File: src/rtl/seqdet_pkg.sv
// Package: shared types for the ordered press detector.
// Assumes: state codes are visible at the top port and must keep these values.
package seqdet_pkg;

    typedef enum logic [1:0] {
        ST_WAIT_A = 2'd0,
        ST_WAIT_B = 2'd1,
        ST_WAIT_C = 2'd2,
        ST_HIT    = 2'd3
    } seq_state_t;

    typedef enum logic [2:0] {
        PK_NONE   = 3'd0,
        PK_FIRST  = 3'd1,
        PK_SECOND = 3'd2,
        PK_THIRD  = 3'd3,
        PK_MULTI  = 3'd4
    } press_kind_t;

endpackage

File: src/rtl/seqdet_press_classify.sv
// Module: seqdet_press_classify
// Reduces the three press pulses of one cycle to a single press kind.
// Assumes: pulses are already clean and one cycle wide; more than one pulse
// at once is reported as PK_MULTI.
module seqdet_press_classify
    import seqdet_pkg::*;
#(
    parameter int unsigned N_BUTTONS = 3
) (
    input  logic [N_BUTTONS-1:0] press,
    output press_kind_t          kind
);

    localparam int unsigned CNT_W = $clog2(N_BUTTONS + 1);

    logic [CNT_W-1:0] n_active;

    // Purpose: count the pulses that are high in this cycle.
    always_comb begin
        n_active = '0;
        for (int i = 0; i < N_BUTTONS; i++) begin
            n_active = n_active + CNT_W'(press[i]);
        end
    end

    // Purpose: map the pulse pattern onto a press kind.
    always_comb begin
        if (n_active == '0)      kind = PK_NONE;
        else if (n_active > 1)   kind = PK_MULTI;
        else if (press[0])       kind = PK_FIRST;
        else if (press[1])       kind = PK_SECOND;
        else                     kind = PK_THIRD;
    end

    // a_r9_multi_flag: several pulses in one cycle are always classed as multi
    always_comb begin
        a_r9_multi_flag: assert (!($countones(press) > 1) || kind == PK_MULTI);
    end

endmodule

File: src/rtl/seqdet_hold_timer.sv
// Module: seqdet_hold_timer
// Counts the cycles spent in the hit state and flags the last one.
// Assumes: `active` stays high for the whole hold and drops once `done` has
// been seen; the count restarts from zero whenever `active` is low.
module seqdet_hold_timer #(
    parameter int unsigned HOLD_CYCLES = 8
) (
    input  logic clk,
    input  logic rst_n,
    input  logic active,
    output logic done
);

    localparam int unsigned CW = (HOLD_CYCLES > 1) ? $clog2(HOLD_CYCLES) : 1;
    localparam logic [CW-1:0] LAST = CW'(HOLD_CYCLES - 1);

    logic [CW-1:0] cnt;

    // Purpose: advance the hold count while active, clear it otherwise.
    always_ff @(posedge clk) begin
        if (!rst_n)       cnt <= '0;
        else if (!active) cnt <= '0;
        else if (!done)   cnt <= cnt + 1'b1;
    end

    // Purpose: mark the final cycle of the hold.
    assign done = active && (cnt == LAST);

    // a_r10_count_bound: the count never runs past the final hold cycle
    a_r10_count_bound: assert property (@(posedge clk) disable iff (!rst_n)
        cnt <= LAST);

    // a_r10_fresh_start: an inactive cycle leaves the count at zero
    a_r10_fresh_start: assert property (@(posedge clk) disable iff (!rst_n)
        !active |=> cnt == '0);

endmodule

File: src/rtl/seqdet_fsm.sv
// Module: seqdet_fsm
// Sequence state machine: steps through the three waits on correct presses,
// applies the restart rules on wrong ones, and holds the hit state until the
// timer reports the end of the hold.
// Assumes: `kind` is already classified and `hold_done` comes from a timer
// that is running only while the state is ST_HIT.
module seqdet_fsm
    import seqdet_pkg::*;
(
    input  logic        clk,
    input  logic        rst_n,
    input  press_kind_t kind,
    input  logic        hold_done,
    output seq_state_t  state,
    output logic        hit
);

    seq_state_t state_nx;

    // Purpose: state register with synchronous active-low reset.
    always_ff @(posedge clk) begin
        if (!rst_n) state <= ST_WAIT_A;
        else        state <= state_nx;
    end

    // Purpose: next-state rules for every state and press kind.
    always_comb begin
        state_nx = state;
        unique case (state)
            ST_WAIT_A: begin
                if (kind == PK_FIRST)     state_nx = ST_WAIT_B;
                else if (kind != PK_NONE) state_nx = ST_WAIT_A;
            end
            ST_WAIT_B: begin
                if (kind == PK_SECOND)     state_nx = ST_WAIT_C;
                else if (kind == PK_FIRST) state_nx = ST_WAIT_B;
                else if (kind != PK_NONE)  state_nx = ST_WAIT_A;
            end
            ST_WAIT_C: begin
                if (kind == PK_THIRD)      state_nx = ST_HIT;
                else if (kind == PK_FIRST) state_nx = ST_WAIT_B;
                else if (kind != PK_NONE)  state_nx = ST_WAIT_A;
            end
            ST_HIT: begin
                if (hold_done) state_nx = ST_WAIT_A;
            end
            default: state_nx = ST_WAIT_A;
        endcase
    end

    // Purpose: Moore output, high for the whole hit state.
    assign hit = (state == ST_HIT);

    // a_r4_enter_hit: third press in third-wait reaches the hit state
    a_r4_enter_hit: assert property (@(posedge clk) disable iff (!rst_n)
        (state == ST_WAIT_C && kind == PK_THIRD) |=> state == ST_HIT);

    // a_r6_restart: first press in third-wait starts a new attempt
    a_r6_restart: assert property (@(posedge clk) disable iff (!rst_n)
        (state == ST_WAIT_C && kind == PK_FIRST) |=> state == ST_WAIT_B);

    // a_r8_idle_hold: no press leaves a wait state alone
    a_r8_idle_hold: assert property (@(posedge clk) disable iff (!rst_n)
        (state != ST_HIT && kind == PK_NONE) |=> $stable(state));

    // a_r9_multi_wrong: simultaneous presses send a wait state back to the start
    a_r9_multi_wrong: assert property (@(posedge clk) disable iff (!rst_n)
        (state != ST_HIT && kind == PK_MULTI) |=> state == ST_WAIT_A);

    // a_r11_hold_ignores: presses cannot leave the hit state before the timer
    a_r11_hold_ignores: assert property (@(posedge clk) disable iff (!rst_n)
        (state == ST_HIT && !hold_done) |=> state == ST_HIT);

endmodule

File: src/rtl/seq_press_detect.sv
// Module: seq_press_detect (top)
// Ordered three-button press detector with a timed indicator.
// Assumes: the press inputs are clean single-cycle pulses in the clk domain;
// HOLD_CYCLES is the hold length in clock cycles (default: 1 s at 250 MHz).
module seq_press_detect
    import seqdet_pkg::*;
#(
    parameter int unsigned HOLD_CYCLES = 250_000_000
) (
    input  logic       clk,
    input  logic       rst_n,
    input  logic       press_a,
    input  logic       press_b,
    input  logic       press_c,
    output logic       indicator,
    output logic [1:0] state_o
);

    localparam int unsigned N_BUTTONS = 3;

    press_kind_t kind;
    seq_state_t  state;
    logic        hold_done;
    logic        hit;

    seqdet_press_classify #(.N_BUTTONS(N_BUTTONS)) u_classify (
        .press ({press_c, press_b, press_a}),
        .kind  (kind)
    );

    seqdet_hold_timer #(.HOLD_CYCLES(HOLD_CYCLES)) u_timer (
        .clk    (clk),
        .rst_n  (rst_n),
        .active (hit),
        .done   (hold_done)
    );

    seqdet_fsm u_fsm (
        .clk       (clk),
        .rst_n     (rst_n),
        .kind      (kind),
        .hold_done (hold_done),
        .state     (state),
        .hit       (hit)
    );

    // Purpose: export the indicator and the state code.
    assign indicator = hit;
    assign state_o   = state;

    // a_r4_rise_source: the indicator only rises out of third-wait
    a_r4_rise_source: assert property (@(posedge clk) disable iff (!rst_n)
        $rose(indicator) |-> $past(state_o) == 2'd2);

    // a_r10_fall_target: when the indicator drops, the state is first-wait
    a_r10_fall_target: assert property (@(posedge clk) disable iff (!rst_n)
        $fell(indicator) |-> state_o == 2'd0);

endmodule

File: config.mk
export PLATFORM = sky130hd
export DESIGN_NAME = seq_press_detect
export DESIGN_NICKNAME = d
export VERILOG_FILES = /design/src/rtl/seqdet_pkg.sv /design/src/rtl/seqdet_press_classify.sv /design/src/rtl/seqdet_hold_timer.sv /design/src/rtl/seqdet_fsm.sv /design/src/rtl/seq_press_detect.sv
export SDC_FILE = /design/constraint.sdc
export NUM_CORES = 1
export LEC_CHECK = 0
export BUFFER_PORTS_ARGS = -buffer_cell sky130_fd_sc_hd__buf_2
export CAP_MARGIN = 10
export CORE_AREA = 2 2 55 57
export DETAILED_ROUTE_END_ITERATION = 10
export DIE_AREA = 0 0 57 59
export PLACE_DENSITY = 0.74
export SLEW_MARGIN = 0
export SYNTH_ARGS = -nofsm -noshare
export SYNTH_HDL_FRONTEND = slang
export SYNTH_SLANG_ARGS = --single-unit
File: constraint.sdc
create_clock -name clk -period 1.8 [get_ports clk]
set_input_delay 0.09 -clock clk [delete_from_list [all_inputs] [get_ports clk]]
set_output_delay 0.09 -clock clk [all_outputs]
set_load 0.03 [all_outputs]
Word level (Yosys, flattened, before mapping)
Index checks and enable logic that the tools add are counted.
{"block": "totals", "regBits": 30, "word_cells": 29}
{"block": "op_classes", "n_addsub": 3, "magnitude_cmp": 1, "n_eq_ne": 8, "muxes": 10, "reduce_logical": 5}
{"operator": "28-bit by 1-bit adder with 28-bit output (second input constant)", "count": 1}
{"operator": "28-bit == test (second input constant)", "count": 1}
{"operator": "2-bit two-way mux", "count": 5}
{"operator": "3-bit two-way mux", "count": 3}
{"operator": "2-bit one-hot mux with 4 select lines", "count": 1}
{"operator": "3-bit by 2-bit == test with 1-bit output (second input constant)", "count": 2}
{"operator": "2-bit == test (second input constant)", "count": 2}
{"operator": "2-bit logical NOT", "count": 2}
{"operator": "3-bit by 1-bit == test with 1-bit output (second input constant)", "count": 1}
{"operator": "3-bit nonzero test", "count": 1}
{"operator": "1-bit by 1-bit adder with 2-bit output", "count": 1}
{"operator": "2-bit by 1-bit adder with 2-bit output", "count": 1}
{"operator": "2-bit by 1-bit == test with 1-bit output (second input constant)", "count": 1}
{"operator": "2-bit by 1-bit greater-than comparator with 1-bit output (second input constant)", "count": 1}
{"operator": "2-bit != test (second input constant)", "count": 1}
{"operator": "2-bit AND reduction", "count": 1}
{"operator": "1-bit logical AND", "count": 1}
{"operator": "1-bit two-way mux", "count": 1}

Longest topological paths before layout
{"block": "logic_depth", "ltp_word": 10, "mapped_depth": 6}

By module
Synthesis repeated with hierarchy kept, for this count alone.
{"block": "hier_totals", "hier_cells": 168, "hier_area_um2": 1526.5}
{"module": "seqdet_hold_timer", "n_inst": 1, "cells_each": 147, "area_each_um2": 1356.3, "seq_area_each_um2": 560.5}
{"module": "seqdet_fsm", "n_inst": 1, "cells_each": 13, "area_each_um2": 116.4, "seq_area_each_um2": 40.0}
{"module": "seqdet_press_classify", "n_inst": 1, "cells_each": 8, "area_each_um2": 53.8, "seq_area_each_um2": 0.0}

Worst setup path after synthesis
Ideal clock, no wire load.
{"block": "synth_path", "path_kind": "reg2reg", "start": "reg u_fsm.state[0]", "end": "reg u_timer.cnt[3]", "arrival_time_ns": 1.750, "required_ns": 1.741, "slack_ns": -0.009, "path_stages_with_launch": 5, "n_path_buf": 0, "period_less_slack_ns": 1.809, "path_cell_list": "dfxtp_1 > and2_1 > nand2_1 > or4_1 > nand2_1"}
{"block": "synth_between", "elab_chain_cells": 2, "word_cells_on_any_way": 3, "cone_classes": "eq/ne: 1; reduce/logical: 2"}
{"element": "from (decl)", "line_no": "seqdet_fsm.sv:14", "text": "output seq_state_t state,"}
{"element": "from (signal assigned)", "line_no": "seqdet_fsm.sv:23", "text": "else state <= state_nx;"}
{"element": "2-bit == test *", "line_no": "seqdet_fsm.sv:52", "text": "assign hit = (state == ST_HIT);"}
{"element": "via indicator", "line_no": "seq_press_detect.sv:15", "text": "output logic indicator,"}
{"element": "2-bit AND reduction (no line) or 1-bit logical AND (tied branches)"}
{"element": "to (signal assigned)", "line_no": "seqdet_hold_timer.sv:23", "text": "else if (!done) cnt <= cnt + 1'b1;"}
{"element": "to (decl)", "line_no": "seqdet_hold_timer.sv:17", "text": "logic [CW-1:0] cnt;"}
The timed path passes the listed nets; every way through them passes the cells marked *.
A chain may end at the register's enable or synchronous reset.

Worst setup path in the final report
{"block": "layout_path", "start": "reg u_timer.cnt[7]", "end": "reg u_timer.cnt[11]"}
{"block": "layout_between", "elab_chain_cells": 2, "word_cells_on_any_way": 3, "cone_classes": "add/sub: 1; eq/ne: 1; reduce/logical: 1"}
{"element": "parallel branches: the longest is 2 deep, another holds 28-bit by 1-bit adder with 28-bit output"}
Parallel ways; which one is timed is not known.

==> impl_table.tex <==
\begin{tabular}{lr}
\hline
Metric & Value \\
\hline
\multicolumn{2}{l}{\textbf{Critical path}} \\
\quad Nature of the critical path endpoint & register \\
\quad Required time at the worst-slack endpoint & 2060 ps \\
\quad Critical path startpoint category & register \\
\quad Biggest fanout along the worst timing path & 13 \\
\quad Setup Crit Path Kind & register to register \\
\quad Reg2Reg Depth & 4 \\
\quad Critical Path AT & 1920 ps \\
\multicolumn{2}{l}{\textbf{Timing}} \\
\quad Unrepaired setup endpoints after global routing & false \\
\quad Share of the cycle needed by the critical path after routing & 92.4\% \\
\quad Count of final max-slew check failures & 0 \\
\quad Total negative slack & 0 ps \\
\quad Hold Violations, Final & 0 \\
\quad Setup violations, final & 0 \\
\quad Minimum period implied by the final worst setup slack & 1660 ps \\
\quad Largest clock skew in the final design & 4.05 ps \\
\quad Worst slew margin & 71.7\% \\
\quad Slew of the pin with the lowest slew margin & 424 ps \\
\quad Fmax achieved & 601 MHz \\
\multicolumn{2}{l}{\textbf{Synth}} \\
\quad Library cell with the largest summed area after synthesis & sky130\_fd\_sc\_hd\_\_dfxtp\_1 \\
\quad Number of enable flip-flop cells after synthesis & 0 \\
\quad Ranking of synthesized cells by instance count & sky130\_fd\_sc\_hd\_\_dfxtp\_1, sky130\_fd\_sc\_hd\_\_nor2\_1, sky130\_fd\_sc\_hd\_\_nand2\_1 \\
\quad Yosys top cell area share & 39.1\% \\
\quad Post-synthesis cell count & 174 \\
\quad Commonest register cell after synthesis & sky130\_fd\_sc\_hd\_\_dfxtp\_1 \\
\quad Cell area after technology mapping & 1540 um2 \\
\quad Post-synthesis async set-or-reset flop share & 0\% \\
\quad Register bit count reported by yosys & 30 \\
\quad Top area cells in the synthesized netlist & sky130\_fd\_sc\_hd\_\_dfxtp\_1, sky130\_fd\_sc\_hd\_\_xnor2\_1, sky130\_fd\_sc\_hd\_\_nor2\_1, sky130\_fd\_sc\_hd\_\_xor2\_1, sky130\_fd\_sc\_hd\_\_nand4\_4 \\
\quad Yosys warnings & 0 \\
\quad Part of the Yosys area used for sequential elements & 39.1\% \\
\quad Post-Syn Area per Cell & 8.82 um2 \\
\quad Library cell with the highest instance count after synthesis & sky130\_fd\_sc\_hd\_\_dfxtp\_1 \\
\quad Post-Synthesis Net Count & 181 \\
\quad Number of unique standard cell types used by synthesis & 37 \\
\multicolumn{2}{l}{\textbf{Pwr}} \\
\quad Cell-internal power & 852 uW \\
\quad Power consumption & 1090 uW \\
\quad P\_sw & 236 uW \\
\quad Maximum vdd drop & 0.478 mV \\
\quad Clock power share & 36.3\% \\
\quad Switching Fraction & 21.7\% \\
\quad Combinational power share & 2.5\% \\
\quad Static leakage & 0.000581 uW \\
\quad Total power density per cell area & 647 nW/um2 \\
\quad Sequential share of power & 61.2\% \\
\multicolumn{2}{l}{\textbf{Clock network}} \\
\quad Root Driver & sky130\_fd\_sc\_hd\_\_clkbuf\_4 \\
\quad CTS sink count & 30 \\
\quad Clock tree from TritonCTS & built \\
\quad Quantity of hold-fixing buffers added after cts & 0 \\
\quad Number of buffers created by CTS & 5 \\
\quad Clk buf depth & 2 \\
\quad Source-to-sink clock delay at the later pin of the worst-skew pair & 330 ps \\
\quad Maximum level of the CTS H-tree & 2 \\
\quad Clock-pin slew on the worst setup and hold paths & 90 ps \\
\multicolumn{2}{l}{\textbf{Run status}} \\
\quad Outcome & complete, no violations \\
\multicolumn{2}{l}{\textbf{Min path}} \\
\quad Worst hold path cell count & 2 \\
\quad Hold crit path type & primary input to register \\
\multicolumn{2}{l}{\textbf{Layout}} \\
\quad Nets & 196 \\
\quad Number of diodes added for antenna fixing & 0 \\
\quad Growth of design area from synthesis to finish & 9.54\% \\
\quad Ratio of cells with drive above 1 in the final layout & 16.5\% \\
\multicolumn{2}{l}{\textbf{Floorplanning}} \\
\quad Top-level port count & 8 \\
\quad Core Footprint & 2710 um2 \\
\quad Standard-cell row count & 19 \\
\quad Die Ht & 59 um \\
\quad Width of the die & 57 um \\
\quad Die area & 3360 um2 \\
\quad Starting density of the core & 56.6\% \\
\multicolumn{2}{l}{\textbf{Job}} \\
\quad MaxCap Viol Count & 0 \\
\multicolumn{2}{l}{\textbf{GRT}} \\
\quad First-pass GRT wire length & 5190 um \\
\quad Initial antenna violation count & 0 \\
\quad Largest net degree at the start of global routing & 28 \\
\quad All-layer global routing usage & 19.8\% \\
\quad Number of global-route vias before repair & 1192 \\
\quad Total grt overflow & 0 \\
\multicolumn{2}{l}{\textbf{Drt}} \\
\quad Vias per cell & 5.64 \\
\quad Wire per inst & 12.9 um \\
\quad Count of vias placed by the detailed router & 1236 \\
\quad Post-route antenna net violation count & 0 \\
\quad Detailed Route Iter0 Violations & 47 \\
\quad 1st-pass router iterations & 4 \\
\quad Final Routed Wirelength & 2820 um \\
\quad DRC violation count after routing & 0 \\
\multicolumn{2}{l}{\textbf{Placement}} \\
\quad Number of port buffers & 7 \\
\quad Detail Placement HPWL & 1990 um \\
\quad Routability cong. & 0.822 \\
\hline
\end{tabular}
sequential cells by signal, summed over array words and instances, names as in the netlist:
signal and count:
u_fsm.state 2, u_timer.cnt 28
power by group through the flow:
stage | combinational (uW) | sequential, uW | clock, uW
floorplan | 15.2 | 684 | 0
global placement | 25.4 | 682 | 0
detailed placement | 27.1 | 682 | 0
CTS | 27.5 | 666 | 411
global route | 32.4 | 667 | 435
finish | 27.1 | 666 | 395
per-stage QoR:
step | worst slack [ps] | hold WS, ps | area (um2) | cells | utilization [%]
2_1_floorplan | 98.3 | 244 | 1540 | 174 | -
3_3_place_gp | 123 | 372 | 1620 | 213 | 59.9
3_5_place_dp | 106 | 380 | 1620 | 213 | 59.9
4_1_cts | 85.1 | 23.2 | 1680 | 219 | 61.8
5_1_grt | 0.620 | 34.0 | 1680 | 219 | 62.0
6_report | 137 | 33.7 | 1680 | 219 | 62.0
timing repair:
| item | in CTS | in global routing |
|---|---|---|
| endpoints found under the setup margin | 0 | 3 |
| resized for setup | 0 | 2 |
| setup buffers | 0 | 0 |
kinds of logic (layout without fill, tap and decap cells):
group                    after synthesis  count (layout)  share of synthesized area, %
AO/OA/AOI/OAI                         23              23                          7.99
XOR/XNOR                              19              19                          10.8
adder cells (fa/ha/maj)                2               2                          2.12
buffers and inverters                  9              23                          2.77
flip-flops                            30              30                          39.1
multiplexers                           1               1                         0.652
AND/OR/NAND/NOR                       90              90                          36.5
cells in the final DEF (no fill, tap or decap), types with 6 or more instances in the layout:
master                     n
sky130_fd_sc_hd__a21oi_1   9
sky130_fd_sc_hd__buf_2     7
sky130_fd_sc_hd__dfxtp_1  29
sky130_fd_sc_hd__nand2_1  14
sky130_fd_sc_hd__nand3_1   6
sky130_fd_sc_hd__nor2_1   21
sky130_fd_sc_hd__nor3_1   12
sky130_fd_sc_hd__o21ai_0  11
sky130_fd_sc_hd__xnor2_1  11
sky130_fd_sc_hd__xor2_1    8
final timing paths:
kind	start	to	slack, ps
max	u_timer.cnt[7]$_SDFFE_PN0N_	u_timer.cnt[11]$_SDFFE_PN0N_	140
min	rst_n	u_fsm.state[0]$_SDFFE_PN0P_	30
max reg2reg	u_timer.cnt[7]$_SDFFE_PN0N_	u_timer.cnt[11]$_SDFFE_PN0N_	140
min reg2reg	u_timer.cnt[13]$_SDFFE_PN0N_	u_timer.cnt[13]$_SDFFE_PN0N_	510
critical path, stage by stage (launching register included):
cell	delay [ps]
sky130_fd_sc_hd__dfxtp_1	400
sky130_fd_sc_hd__and2_1	270
sky130_fd_sc_hd__nand4_4	250
sky130_fd_sc_hd__or3_2	500
sky130_fd_sc_hd__a21oi_1	160
per-layer routing:
layer / part of all wire (%) / wire length, um / global-route usage, % / up-vias
met5: 0 / 0 / 0 / -
met4: 1.5 / 42 / 8.64 / 0
met3: 4.1 / 116 / 5.90 / 6
met2: 45 / 1260 / 31.4 / 19
met1: 50 / 1400 / 25.2 / 571
li1: - / - / - / 640
final cells by class:
type / count / area (um2)
Clock buffer: 6 / 51.3
Fill cell: 229 / 1030
Inverter: 5 / 18.8
Multi-Input combinational cell: 135 / 898
Sequential cell: 30 / 602
Tap cell: 31 / 38.8
Timing Repair Buffer: 12 / 72.6
No activity file was read; power rests on OpenSTA's default activity.
